**src/rtl/dual_dma_pkg.sv**
```systemverilog
package dual_dma_pkg;

    // Register selectors within one channel window
    localparam logic [2:0] SEL_SRC  = 3'd0;
    localparam logic [2:0] SEL_DST  = 3'd1;
    localparam logic [2:0] SEL_RLD  = 3'd2;
    localparam logic [2:0] SEL_CNT  = 3'd3;
    localparam logic [2:0] SEL_CTRL = 3'd4;

    // Control bit positions
    localparam int CB_EN   = 0;
    localparam int CB_WIDE = 1;
    localparam int CB_SINC = 2;
    localparam int CB_DINC = 3;
    localparam int CB_RPT  = 4;
    localparam int CB_TRIG = 5;

    typedef struct packed {
        logic repeat_mode;
        logic dst_inc;
        logic src_inc;
        logic wide;
        logic enable;
    } chan_ctrl_t;

    typedef enum logic [1:0] {
        BUS_IDLE  = 2'd0,
        BUS_READ  = 2'd1,
        BUS_WRITE = 2'd2
    } bus_state_e;

endpackage

```
**src/rtl/dma_prio_arb.sv**
```systemverilog
module dma_prio_arb #(
    parameter int NUM_CH = 2,
    localparam int IDX_W = (NUM_CH > 1) ? $clog2(NUM_CH) : 1
) (
    input  logic [NUM_CH-1:0] req,
    output logic              any_o,
    output logic [IDX_W-1:0]  idx_o
);

    // Lowest index wins
    always_comb begin
        idx_o = '0;
        for (int i = NUM_CH - 1; i >= 0; i--) begin
            if (req[i]) begin
                idx_o = IDX_W'(i);
            end
        end
        any_o = |req;
    end

endmodule

```
**src/rtl/dma_bus_engine.sv**
```systemverilog
module dma_bus_engine
    import dual_dma_pkg::*;
#(
    parameter int ADDR_W = 20,
    parameter int DATA_W = 16,
    parameter int NUM_CH = 2,
    localparam int IDX_W = (NUM_CH > 1) ? $clog2(NUM_CH) : 1
) (
    input  logic              clk,
    input  logic              rst_n,
    input  logic              start_i,
    input  logic [IDX_W-1:0]  start_ch_i,
    input  logic [ADDR_W-1:0] src_i,
    input  logic [ADDR_W-1:0] dst_i,
    input  logic              wide_i,
    output logic              idle_o,
    output logic [NUM_CH-1:0] done_o,
    output logic              m_valid,
    output logic              m_write,
    output logic              m_wide,
    output logic [ADDR_W-1:0] m_addr,
    output logic [DATA_W-1:0] m_wdata,
    input  logic [DATA_W-1:0] m_rdata,
    input  logic              m_ready
);

    typedef struct packed {
        bus_state_e        st;
        logic [IDX_W-1:0]  ch;
        logic [ADDR_W-1:0] src;
        logic [ADDR_W-1:0] dst;
        logic              wide;
        logic [DATA_W-1:0] data;
    } eng_t;

    eng_t eng_d, eng_q;

    always_comb begin
        eng_d = eng_q;
        case (eng_q.st)
            BUS_IDLE: begin
                if (start_i) begin
                    eng_d.st   = BUS_READ;
                    eng_d.ch   = start_ch_i;
                    eng_d.src  = src_i;
                    eng_d.dst  = dst_i;
                    eng_d.wide = wide_i;
                end
            end
            BUS_READ: begin
                if (m_ready) begin
                    eng_d.data = m_rdata;
                    eng_d.st   = BUS_WRITE;
                end
            end
            BUS_WRITE: begin
                if (m_ready) begin
                    eng_d.st = BUS_IDLE;
                end
            end
            default: eng_d.st = BUS_IDLE;
        endcase
    end

    always_ff @(posedge clk or negedge rst_n) begin
        if (!rst_n) begin
            eng_q <= '{st: BUS_IDLE, default: '0};
        end else begin
            eng_q <= eng_d;
        end
    end

    always_comb begin
        done_o = '0;
        if (eng_q.st == BUS_WRITE && m_ready) begin
            done_o[eng_q.ch] = 1'b1;
        end
    end

    assign idle_o  = (eng_q.st == BUS_IDLE);
    assign m_valid = (eng_q.st != BUS_IDLE);
    assign m_write = (eng_q.st == BUS_WRITE);
    assign m_wide  = eng_q.wide;
    assign m_addr  = (eng_q.st == BUS_WRITE) ? eng_q.dst : eng_q.src;
    assign m_wdata = eng_q.data;

endmodule

```
**src/rtl/dma_channel.sv**
```systemverilog
module dma_channel
    import dual_dma_pkg::*;
#(
    parameter int ADDR_W = 20,
    parameter int CNT_W  = 16
) (
    input  logic              clk,
    input  logic              rst_n,
    input  logic              wr_en_i,
    input  logic [2:0]        sel_i,
    input  logic [ADDR_W-1:0] wdata_i,
    output logic [ADDR_W-1:0] rdata_o,
    input  logic              req_i,
    input  logic              grant_i,
    input  logic              done_i,
    output logic              pend_o,
    output logic [ADDR_W-1:0] src_addr_o,
    output logic [ADDR_W-1:0] dst_addr_o,
    output logic              wide_o,
    output logic              irq_o,
    output logic              en_o,
    output logic              rpt_o,
    output logic              src_inc_o,
    output logic              dst_inc_o
);

    localparam int CTRL_W = $bits(chan_ctrl_t);

    typedef struct packed {
        logic [ADDR_W-1:0] src;
        logic [ADDR_W-1:0] dst;
        logic [ADDR_W-1:0] fwd;
        logic [CNT_W-1:0]  cnt;
        logic [CNT_W-1:0]  rld;
        chan_ctrl_t        ctrl;
        logic              first;
        logic              pend;
        logic              irq;
    } chan_st_t;

    chan_st_t st_d, st_q;
    logic     trig;
    logic [ADDR_W-1:0] step;

    assign step = st_q.ctrl.wide ? ADDR_W'(2) : ADDR_W'(1);

    always_comb begin
        st_d     = st_q;
        st_d.irq = 1'b0;
        trig     = 1'b0;

        // Register writes
        if (wr_en_i) begin
            case (sel_i)
                SEL_SRC: if (st_q.ctrl.src_inc || !st_q.ctrl.enable) st_d.src = wdata_i;
                SEL_DST: if (st_q.ctrl.dst_inc || !st_q.ctrl.enable) st_d.dst = wdata_i;
                SEL_RLD: st_d.rld = wdata_i[CNT_W-1:0];
                SEL_CTRL: begin
                    st_d.ctrl.enable = wdata_i[CB_EN];
                    if (!st_q.ctrl.enable) begin
                        st_d.ctrl.wide        = wdata_i[CB_WIDE];
                        st_d.ctrl.src_inc     = wdata_i[CB_SINC];
                        st_d.ctrl.dst_inc     = wdata_i[CB_DINC] & ~wdata_i[CB_SINC];
                        st_d.ctrl.repeat_mode = wdata_i[CB_RPT];
                        if (wdata_i[CB_EN]) begin
                            st_d.first = 1'b1;
                        end
                    end
                    trig = wdata_i[CB_TRIG];
                end
                default: ;
            endcase
        end

        // Start of a transfer: consume request, load working state once
        if (grant_i) begin
            st_d.pend = 1'b0;
            if (st_q.first) begin
                st_d.fwd   = st_q.ctrl.src_inc ? st_q.src : st_q.dst;
                st_d.cnt   = st_q.rld;
                st_d.first = 1'b0;
            end
        end

        // End of a transfer: advance pointer, count, underflow handling
        if (done_i) begin
            st_d.fwd = st_q.fwd + step;
            if (st_q.cnt == '0) begin
                st_d.irq = 1'b1;
                if (st_q.ctrl.repeat_mode) begin
                    st_d.cnt = st_q.rld;
                end else begin
                    st_d.ctrl.enable = 1'b0;
                end
            end else begin
                st_d.cnt = st_q.cnt - CNT_W'(1);
            end
        end

        // Request capture, merged into one pending flag
        if (st_d.ctrl.enable && (req_i || trig)) begin
            st_d.pend = 1'b1;
        end
        if (!st_d.ctrl.enable) begin
            st_d.pend = 1'b0;
        end
    end

    always_ff @(posedge clk or negedge rst_n) begin
        if (!rst_n) begin
            st_q <= '0;
        end else begin
            st_q <= st_d;
        end
    end

    // Addresses for the transfer about to start
    always_comb begin
        src_addr_o = st_q.src;
        dst_addr_o = st_q.dst;
        if (st_q.ctrl.src_inc) begin
            src_addr_o = st_q.first ? st_q.src : st_q.fwd;
        end
        if (st_q.ctrl.dst_inc) begin
            dst_addr_o = st_q.first ? st_q.dst : st_q.fwd;
        end
    end

    // Register readback
    always_comb begin
        logic live;
        live    = st_q.ctrl.enable && !st_q.first;
        rdata_o = '0;
        case (sel_i)
            SEL_SRC:  rdata_o = (live && st_q.ctrl.src_inc) ? st_q.fwd : st_q.src;
            SEL_DST:  rdata_o = (live && st_q.ctrl.dst_inc) ? st_q.fwd : st_q.dst;
            SEL_RLD:  rdata_o = {{(ADDR_W-CNT_W){1'b0}}, st_q.rld};
            SEL_CNT:  rdata_o = {{(ADDR_W-CNT_W){1'b0}}, st_q.cnt};
            SEL_CTRL: rdata_o = {{(ADDR_W-CTRL_W){1'b0}}, st_q.ctrl};
            default:  rdata_o = '0;
        endcase
    end

    assign pend_o    = st_q.pend && st_q.ctrl.enable;
    assign wide_o    = st_q.ctrl.wide;
    assign irq_o     = st_q.irq;
    assign en_o      = st_q.ctrl.enable;
    assign rpt_o     = st_q.ctrl.repeat_mode;
    assign src_inc_o = st_q.ctrl.src_inc;
    assign dst_inc_o = st_q.ctrl.dst_inc;

endmodule

```
**src/rtl/dual_dma_ctrl.sv**
```systemverilog
module dual_dma_ctrl
    import dual_dma_pkg::*;
#(
    parameter int ADDR_W = 20,
    parameter int DATA_W = 16,
    parameter int CNT_W  = 16,
    parameter int NUM_CH = 2,
    localparam int CH_W  = (NUM_CH > 1) ? $clog2(NUM_CH) : 1,
    localparam int RA_W  = CH_W + 3
) (
    input  logic              clk,
    input  logic              rst_n,
    input  logic              reg_we,
    input  logic [RA_W-1:0]   reg_addr,
    input  logic [ADDR_W-1:0] reg_wdata,
    output logic [ADDR_W-1:0] reg_rdata,
    input  logic [NUM_CH-1:0] req_i,
    output logic              m_valid,
    output logic              m_write,
    output logic              m_wide,
    output logic [ADDR_W-1:0] m_addr,
    output logic [DATA_W-1:0] m_wdata,
    input  logic [DATA_W-1:0] m_rdata,
    input  logic              m_ready,
    output logic [NUM_CH-1:0] irq_o
);

    logic [CH_W-1:0]   reg_ch;
    logic [2:0]        reg_sel;
    logic [ADDR_W-1:0] ch_rdata [NUM_CH];
    logic [ADDR_W-1:0] ch_src   [NUM_CH];
    logic [ADDR_W-1:0] ch_dst   [NUM_CH];
    logic [NUM_CH-1:0] ch_wide;
    logic [NUM_CH-1:0] ch_pend;
    logic [NUM_CH-1:0] ch_grant;
    logic [NUM_CH-1:0] ch_done;
    logic [NUM_CH-1:0] dbg_en;
    logic [NUM_CH-1:0] dbg_rpt;
    logic [NUM_CH-1:0] dbg_sinc;
    logic [NUM_CH-1:0] dbg_dinc;
    logic              arb_any;
    logic [CH_W-1:0]   arb_idx;
    logic              eng_idle;
    logic              start;

    assign reg_ch  = reg_addr[RA_W-1:3];
    assign reg_sel = reg_addr[2:0];

    generate
        for (genvar g = 0; g < NUM_CH; g++) begin : g_ch
            dma_channel #(
                .ADDR_W (ADDR_W),
                .CNT_W  (CNT_W)
            ) u_chan (
                .clk        (clk),
                .rst_n      (rst_n),
                .wr_en_i    (reg_we && (reg_ch == CH_W'(g))),
                .sel_i      (reg_sel),
                .wdata_i    (reg_wdata),
                .rdata_o    (ch_rdata[g]),
                .req_i      (req_i[g]),
                .grant_i    (ch_grant[g]),
                .done_i     (ch_done[g]),
                .pend_o     (ch_pend[g]),
                .src_addr_o (ch_src[g]),
                .dst_addr_o (ch_dst[g]),
                .wide_o     (ch_wide[g]),
                .irq_o      (irq_o[g]),
                .en_o       (dbg_en[g]),
                .rpt_o      (dbg_rpt[g]),
                .src_inc_o  (dbg_sinc[g]),
                .dst_inc_o  (dbg_dinc[g])
            );
            assign ch_grant[g] = start && (arb_idx == CH_W'(g));
        end
    endgenerate

    assign reg_rdata = ch_rdata[reg_ch];

    dma_prio_arb #(
        .NUM_CH (NUM_CH)
    ) u_arb (
        .req   (ch_pend),
        .any_o (arb_any),
        .idx_o (arb_idx)
    );

    assign start = arb_any && eng_idle;

    dma_bus_engine #(
        .ADDR_W (ADDR_W),
        .DATA_W (DATA_W),
        .NUM_CH (NUM_CH)
    ) u_eng (
        .clk        (clk),
        .rst_n      (rst_n),
        .start_i    (start),
        .start_ch_i (arb_idx),
        .src_i      (ch_src[arb_idx]),
        .dst_i      (ch_dst[arb_idx]),
        .wide_i     (ch_wide[arb_idx]),
        .idle_o     (eng_idle),
        .done_o     (ch_done),
        .m_valid    (m_valid),
        .m_write    (m_write),
        .m_wide     (m_wide),
        .m_addr     (m_addr),
        .m_wdata    (m_wdata),
        .m_rdata    (m_rdata),
        .m_ready    (m_ready)
    );

endmodule

```
**config.mk**
```make
export PLATFORM = sky130hd
export DESIGN_NAME = dual_dma_ctrl
export DESIGN_NICKNAME = d
export VERILOG_FILES = /design/src/rtl/dual_dma_pkg.sv /design/src/rtl/dma_prio_arb.sv /design/src/rtl/dma_bus_engine.sv /design/src/rtl/dma_channel.sv /design/src/rtl/dual_dma_ctrl.sv
export SDC_FILE = /design/constraint.sdc
export NUM_CORES = 1
export LEC_CHECK = 0
export BUFFER_PORTS_ARGS = -buffer_cell sky130_fd_sc_hd__buf_2
export CORE_ASPECT_RATIO = 1.25
export CORE_MARGIN = 10
export CORE_UTILIZATION = 25
export CTS_CLUSTER_SIZE = 25
export DETAILED_ROUTE_END_ITERATION = 16
export HOLD_SLACK_MARGIN = 0.02
export SLEW_MARGIN = 5
export SYNTH_ARGS = -nofsm -noshare
export SYNTH_HDL_FRONTEND = slang
export SYNTH_SLANG_ARGS = --single-unit
export TNS_END_PERCENT = 5
```
**constraint.sdc**
```tcl
create_clock -name clk -period 2.9 [get_ports clk]
set_input_delay 0 -clock clk [delete_from_list [all_inputs] [get_ports clk]]
set_output_delay 0 -clock clk [all_outputs]
set_load 0.05 [all_outputs]
```
==> results by group <==
Worst setup path
  – Crit. Startpoint: g_ch[1].u_chan.st_q[2]
  – Crit Path Category: reg2out
  – Critical Path Fanout Max: 22
  – Startpoint Class: flop
  – R2r endpoint: g_ch[1].u_chan.st_q[58]
  – Critical R2R Launch: g_ch[1].u_chan.wide_o
  – WP data arrival: about 2700 ps
  – Worst R2R Path Depth: 9
  – CP endpoint kind: primary output
  – Reg2reg setup slack: between 300 and 400 ps
  – CP required: roughly 2900 ps

Power
  – PD cells: about 940 nW/µm²
  – Leakage Power: a little over 0.008 µW
  – Worst vdd ir: roughly 0.00044 V

Floorplanning
  – Initial core utilization: 0.253
  – CORE AREA: 62,200 µm²
  – Die ar.: 73,300 µm²
  – Io pins: between 100 and 150
  – Rows: 102
  – Die Y: ~300 µm
  – Die W: roughly 240 µm

STA
  – Hold Vio Cnt, Final: 0
  – Fmax: ~370 MHz
  – Final setup TNS: 0 ps
  – Final worst path period need: ~2700 ps
  – Worst slew pin tran: between 900 and 1000 ps
  – Post-route clock period utilization: 0.938
  – RSZ-0062 raised after global routing: no
  – Slew Limit Fails: 0
  – Final setup violation count: 0
  – Max Clock Skew: between 20 and 30 ps
  – Rel. slew slack: 0.359

Clocking
  – Clk slew on worst S/H paths: about 70 ps
  – Clk_lat worst skew: approximately 560 ps
  – Clock root buffer: clkbuf_16
  – Post-CTS Repair Setup Buffers: 0
  – Clk sinks: 260
  – TritonCTS clock tree: yes
  – Max H-tree Level: 1
  – Maximum buffer depth of the clock tree: 3
  – Num CTS Buffers: 26

Layout
  – Nets: between 1,500 and 2,000
  – Area taken by multi-input logic gates: about 8500 µm²
  – Layout Cells excl Fill: 2,586
  – Final-layout fill cell count: around 6,500
  – Sequential Area: 6510 µm²
  – Layout cell share with drive strength beyond 1: 0.247
  – Area delta synth->final: 20.1%

Drt
  – Initial DRC count: approximately 1,000
  – TritonRoute pass-1 iters: 6
  – DR WL/cell: 21.1 µm
  – Vias: between 10,000 and 15,000
  – Routed Antenna Nets: 0
  – Routed vias/inst: just over 5
  – DRC errors left: 0
  – Final WL: approximately 55,000 µm

Synthesis
  – Syn_nets: between 1,500 and 2,000
  – Dominant cell type by area after synthesis: dfrtp_1
  – Post-Syn Area per Cell: 9.56 µm²
  – Flop and latch count out of synthesis: 260
  – Top cells by area, synth: dfrtp_1 41%, mux2_2 14%, mux2i_1 9.7%
  – Syn Inst Count: between 1,500 and 2,000
  – Ys Warns: 0
  – Synth unique cells: slightly below 70
  – Yosys top cell area share: 0.414
  – Sequential fraction of the synthesis area: 0.414
  – Post-synth EDFFs: 0
  – Synthesized cell area: 15,700 µm²
  – Async S/R FF share, synth: 1.00
  – Top FF cell, synth: dfrtp_1

Flow run
  – Max Cap Viol: 0

Placement
  – Placer Congestion: a little over 0.9
  – Dpl cells: around 2,500
  – Post-DP HPWL: 39,900 µm
  – Port buffer count: about 110

GRT
  – Tot GR Track Use: 0.145
  – First-pass GRT wire length: between 80,000 and 90,000 µm
  – Largest net degree at the start of global routing: 94
  – Vias in the first global route: between 10,000 and 15,000
  – Overflow after GRT: 0
  – Initial antenna violation count: 3

Min path
  – Min-delay worst type: in2async

Status
  – Status: completed
cells by family (layout without fill, tap and decap cells):
logic type	count (synthesis)	count (layout)	synth area share
adders and majority gates	10	10	0.00892
DFF	260	260	0.414
xor gates and xnor gates	10	10	0.00558
muxes	350	350	0.239
buffers and inverters	180	290	0.0491
AOI/OAI and AO/OA	362	362	0.145
and+or+nand+nor	470	470	0.138
other	0	2	0
layer usage:
| metal | routed length [µm] | GRT usage | up-vias |
|---|---|---|---|
| met1 | 22100 | 0.174 | 6609 |
| met4 | 2120 | 0.0603 | 2 |
| met5 | 13 | 0 | - |
| met2 | 27300 | 0.255 | 498 |
| met3 | 3100 | 0.0189 | 121 |
| li1 | - | - | 6104 |
state kept, by name, summed over array words and instances, names as in the netlist:
signal / cells
u_eng.m_wdata: 16
g_ch.u_chan.dst_inc_o: 2
g_ch.u_chan.irq_o: 2
g_ch.u_chan.st_q: 188
g_ch.u_chan.rpt_o: 2
g_ch.u_chan.en_o: 2
u_eng.m_wide: 1
u_eng.eng_q: 43
g_ch.u_chan.wide_o: 2
g_ch.u_chan.src_inc_o: 2
where the power goes:
group / switching, µW / leakage (µW) / internal (µW)
logic: 4410 / 0.00456 / 3020
registers: 1620 / 0.00315 / 4930
clock network: 1500 / 0.000457 / 2230
total: 7530 / 0.00817 / 10200
cells in the mapped netlist, drive strengths merged, types with 4 or more instances:
master / count
a211oi: 11
a21oi: 131
a221oi: 7
a311oi: 9
a31o: 5
a31oi: 4
and2: 5
and3: 10
and4: 4
buf: 34
clkbuf: 118
dfrtp: 260
ha: 8
inv: 28
mux2: 198
mux2i: 152
nand2: 182
nand2b: 11
nand3: 24
nand3b: 6
nand4: 13
nor2: 134
nor2b: 12
nor3: 25
nor3b: 5
nor4: 18
o211ai: 11
o21a: 5
o21ai: 94
o221a: 10
o221ai: 20
o22ai: 15
o31a: 7
o31ai: 4
o32a: 8
o32ai: 7
or3: 4
or4: 4
xor2: 7
how the worst max path moves through the flow:
stage | end | slack [ps] | cells past startpoint
after detailed placement | g_ch[1].u_chan.st_q[58] | 410 | 9
after CTS | reg_rdata[6] | 210 | 7
after floorplan | reg_rdata[10] | 660 | 7
final | reg_rdata[6] | 180 | 7
after global routing | reg_rdata[6] | 120 | 7
after global placement | g_ch[1].u_chan.st_q[58] | 390 | 9
cell usage in the layout (no fill, tap or decap), types with 15 or more instances in the layout:
master,instances
inv_1,28
nor3_1,23
nand2_1,181
dfrtp_1,260
buf_4,59
nor2_1,134
o221ai_1,20
buf_12,24
mux2_2,198
clkbuf_16,27
o22ai_1,15
nand3_1,24
a21oi_1,131
mux2i_1,152
o21ai_0,91
buf_2,86
nor4_1,17
dlygate4sd3_1,44
worst max-delay path, stage by stage (launching register included):
cell	delay, ps
dfrtp_1	450
nand3b_1	130
buf_4	390
mux2i_1	140
o221ai_1	210
o21ai_0	170
nor2_1	440
buf_12	200
layout make-up:
class                   count  share of cell area
well taps                 832              0.0552
repair buffers            214              0.0959
multi-input cells        1202               0.449
clock inverters            11             0.00955
clock buffers              37              0.0394
diodes                      2            0.000265
flip-flops and latches    260               0.345
inverters                  28             0.00557
through the flow:
step / setup WS [ps] / total power (µW) / util / hold slack [ps] / area [µm²]
final: 179 / 17700 / 0.303 / 86.1 / 18900
after global routing: 117 / 18700 / 0.303 / 181 / 18900
after CTS: 215 / 17800 / 0.303 / 139 / 18900
after detailed placement: 408 / 13900 / 0.281 / 132 / 17500
after global placement: 390 / 13700 / 0.281 / 89.0 / 17500
after floorplan: 656 / 11600 / - / -296 / 15700
what timing repair did:
item                      CTS  global route
resized for setup           0             0
hold buffers               44             0
hold endpoints to repair  231             0
Note: power is estimated with default switching activity, not from simulation.
